File: config.mk
export PLATFORM = sky130hd
export DESIGN_NAME = run_recency_det
export DESIGN_NICKNAME = d
export VERILOG_FILES = /design/src/rtl/run_recency_det.sv
export SDC_FILE = /design/constraint.sdc
export NUM_CORES = 1
export LEC_CHECK = 0
export BUFFER_PORTS_ARGS = -buffer_cell sky130_fd_sc_hd__buf_4
export CAP_MARGIN = 20
export CORE_AREA = 4 4 41 43
export DETAILED_ROUTE_END_ITERATION = 7
export DIE_AREA = 0 0 45 47
export SLEW_MARGIN = 20
export SYNTH_ARGS = -nofsm -noshare
export SYNTH_HDL_FRONTEND = slang
export SYNTH_SLANG_ARGS = --single-unit
File: constraint.sdc
create_clock -name clk -period 0.95 [get_ports clk]
set_input_delay 0.19 -clock clk [delete_from_list [all_inputs] [get_ports clk]]
set_output_delay 0.19 -clock clk [all_outputs]
set_load 0.02 [all_outputs]
File: src/rtl/run_recency_det.sv
module run_recency_det (
  input  logic clk,
  input  logic rst,
  input  logic x,
  output logic z
);
  localparam int unsigned RUN_LEN = 3;
  localparam int unsigned CW = $clog2(RUN_LEN + 1);
  localparam logic [CW-1:0] FULL = CW'(RUN_LEN);

  logic          have_prev;
  logic          prev_bit;
  logic [CW-1:0] run_len;
  logic          last_zero;

  logic          same;
  logic [CW-1:0] len_nxt;
  logic          hit;

  assign same    = have_prev && (x == prev_bit);
  assign len_nxt = !same ? CW'(1) : (run_len == FULL ? run_len : run_len + CW'(1));
  assign hit     = (len_nxt == FULL);

  always_ff @(posedge clk) begin
    if (rst) begin
      have_prev <= 1'b0;
      prev_bit  <= 1'b0;
      run_len   <= '0;
      last_zero <= 1'b0;
    end else begin
      have_prev <= 1'b1;
      prev_bit  <= x;
      run_len   <= len_nxt;
      if (hit) last_zero <= ~x;
    end
  end

  assign z = last_zero;
endmodule


==> run summary <==
most frequent cell after synthesis = dfxtp_1
largest net degree at the start of global routing = 5
share of cells above drive strength 1 = 0.417
core area = 1300 um^2
CTS Buffer Depth = 2
vias in the first global route = 154
clock slew at reported path FFs = 0.05 ns
Synth Cell Area = 183 um^2
Post-DRT Antenna Nets = 0
number of antenna violations at the first check in global routing = 0
Top-Level Pins = 4
RD Place Congestion = 0.597
Mean Syn Cell Area = 10.7 um^2
FILL cells = 156
status = completed
Crit Path Category = flip-flop to flip-flop
Max IR drop VDD = 0.000503 V
nets = 28
1st-iter DRT viols = 2
Yosys reg bits = 5
# diodes = 0
total CTS buffers = 3
via count = 142
Post-DP Area = 224 um^2
Area Overhead vs Synth = 43.8%
syn nets = 20
multi-input logic area = 77.6 um^2
first-pass GRT wire length = 621 um
die width = 45 um
Cells after Synth = 17
Final Non-Filler Cells = 39
WL final = 359 um
1st-pass router iterations = 2
data arrival time of the worst path = 1.05 ns
DP Cell Count = 35
Worst Hold Launch = rst
hold-fix buffers at CTS = 0
clock skew = 0.00533 ns
Req. time, crit path = 1.08 ns
commonest cells in the netlist = 5 x dfxtp_1, 3 x inv_1, 2 x a21boi_0
Die Area = 2120 um^2
worst slew pin tran = 0.233 ns
Most used DFF post-synth = dfxtp_1
f_max = 1.09 GHz
CTS tree = yes
leakage = 0.109 nW
clock period minus worst slack = 0.919 ns
Routed WL per cell = 9.21 um
EDFF count, synth = 0
Reg area = 103 um^2
Resize count post-CTS = 0
grt ovf = 0
Design Area, Final = 263 um^2
Slew HR = 0.843
CTS sink count = 5
Seq/Total Area, Yosys = 0.548
final hold violations = 0
vias per cell = 3.64
Worst setup startpoint = prev_bit
Final setup viols = 0
synth warn = 0
Root Buffer = clkbuf_4
clk_lat worst skew = 0.24 ns
# rows = 13
fraction of registers with async set/reset = 0
Tot GR Track Use = 0.0483
CTS HTree Levels = 1
crit end category = flip-flop
largest area contributor in the netlist = dfxtp_1
postcts setup bufs = 0
die span in y = 47 um
P per Cell Area = 2020 nW/um^2
Pwr Total = 530 uW
max-cap violation count = 0
Pins Over Slew Limit = 0
Worst Hold Class = input pin to flip-flop
Post-route DRC = 0
Synth area leaders = dfxtp_1 55%, a21boi_0 8.2%, inv_1 6.2%, o41a_1 6.2%, nor4bb_1 5.5%
worst-path fanout max = 3
Port Buf Inserts = 3
HPWL after DPL = 248 um
Initial Utilization = 0.140
nature of the critical path startpoint = flip-flop
worst reg2reg startpoint = prev_bit
top-area cell type share of the netlist area = 0.548
Final period util = 0.967
synth unique cells = 10
-- metrics by stage --
step	hold WS [ns]	util	setup WS (ns)	TNS [ns]
final	0.124	0.202	0.0310	0
after floorplan	0.262	-	0.0223	0
after CTS	0.112	0.192	0.0195	0
after global placement	0.372	0.172	0.0405	0
after global routing	0.115	0.202	-0.0111	-0.0111
after detailed placement	0.375	0.172	0.0318	0
-- state kept, by name, summed over array words and instances, names as in the netlist --
| signal | count |
|---|---|
| have_prev | 1 |
| prev_bit | 1 |
| run_len | 2 |
| z | 1 |
-- cell type report --
cell class,instances,share of cell area
inverters,3,0.0429
clock buffers,4,0.100
multi-input cells,9,0.295
flip-flops and latches,5,0.390
well taps,15,0.0714
repair buffers,3,0.100
-- routing by layer --
| metal | global-route usage | vias up | share of wire |
|---|---|---|---|
| met1 | 0.0411 | 66 | 0.43 |
| met3 | 0.0575 | 0 | 0.081 |
| met2 | 0.0621 | 4 | 0.48 |
| met4 | 0.0351 | 0 | 0 |
| met5 | 0 | - | 0 |
| li1 | - | 72 | - |
-- worst paths after layout --
kind | to | slack [ns] | cells after the start
hold / removal | prev_bit | 0.12 | 2
setup reg to reg | run_len[0] | 0.03 | 2
hold reg to reg | run_len[1] | 0.47 | 2
setup / recovery | run_len[0] | 0.03 | 2
-- where the power goes --
part	switching, mW	leakage (nW)	internal [mW]
Sequential	0.00948	0.0424	0.225
Combinational	0.0207	0.0512	0.0270
Clock	0.0894	0.0150	0.159
Total	0.120	0.109	0.411
-- critical path: stages (launching register included) --
cell	delay, ns
dfxtp_1	0.33
xor2_1	0.17
o41a_1	0.30
-- cell usage in the layout, fill, tap and decap left out --
cell type / instances
a21boi_0: 2
buf_4: 2
buf_6: 1
clkbuf_1: 1
clkbuf_4: 3
dfxtp_1: 3
dfxtp_2: 2
inv_1: 3
nor2_1: 1
nor2b_1: 1
nor4_1: 1
nor4bb_2: 1
o31a_2: 1
o41a_1: 1
xor2_1: 1
-- kinds of logic after synthesis --
kind of cell | count (synthesis) | share of synthesized area
AND/OR/NAND/NOR | 4 | 0.144
flip-flops | 5 | 0.548
buffers and inverters | 3 | 0.0616
XOR/XNOR | 1 | 0.0480
AO/OA/AOI/OAI | 4 | 0.199
Power figures use the tool's default switching activity.
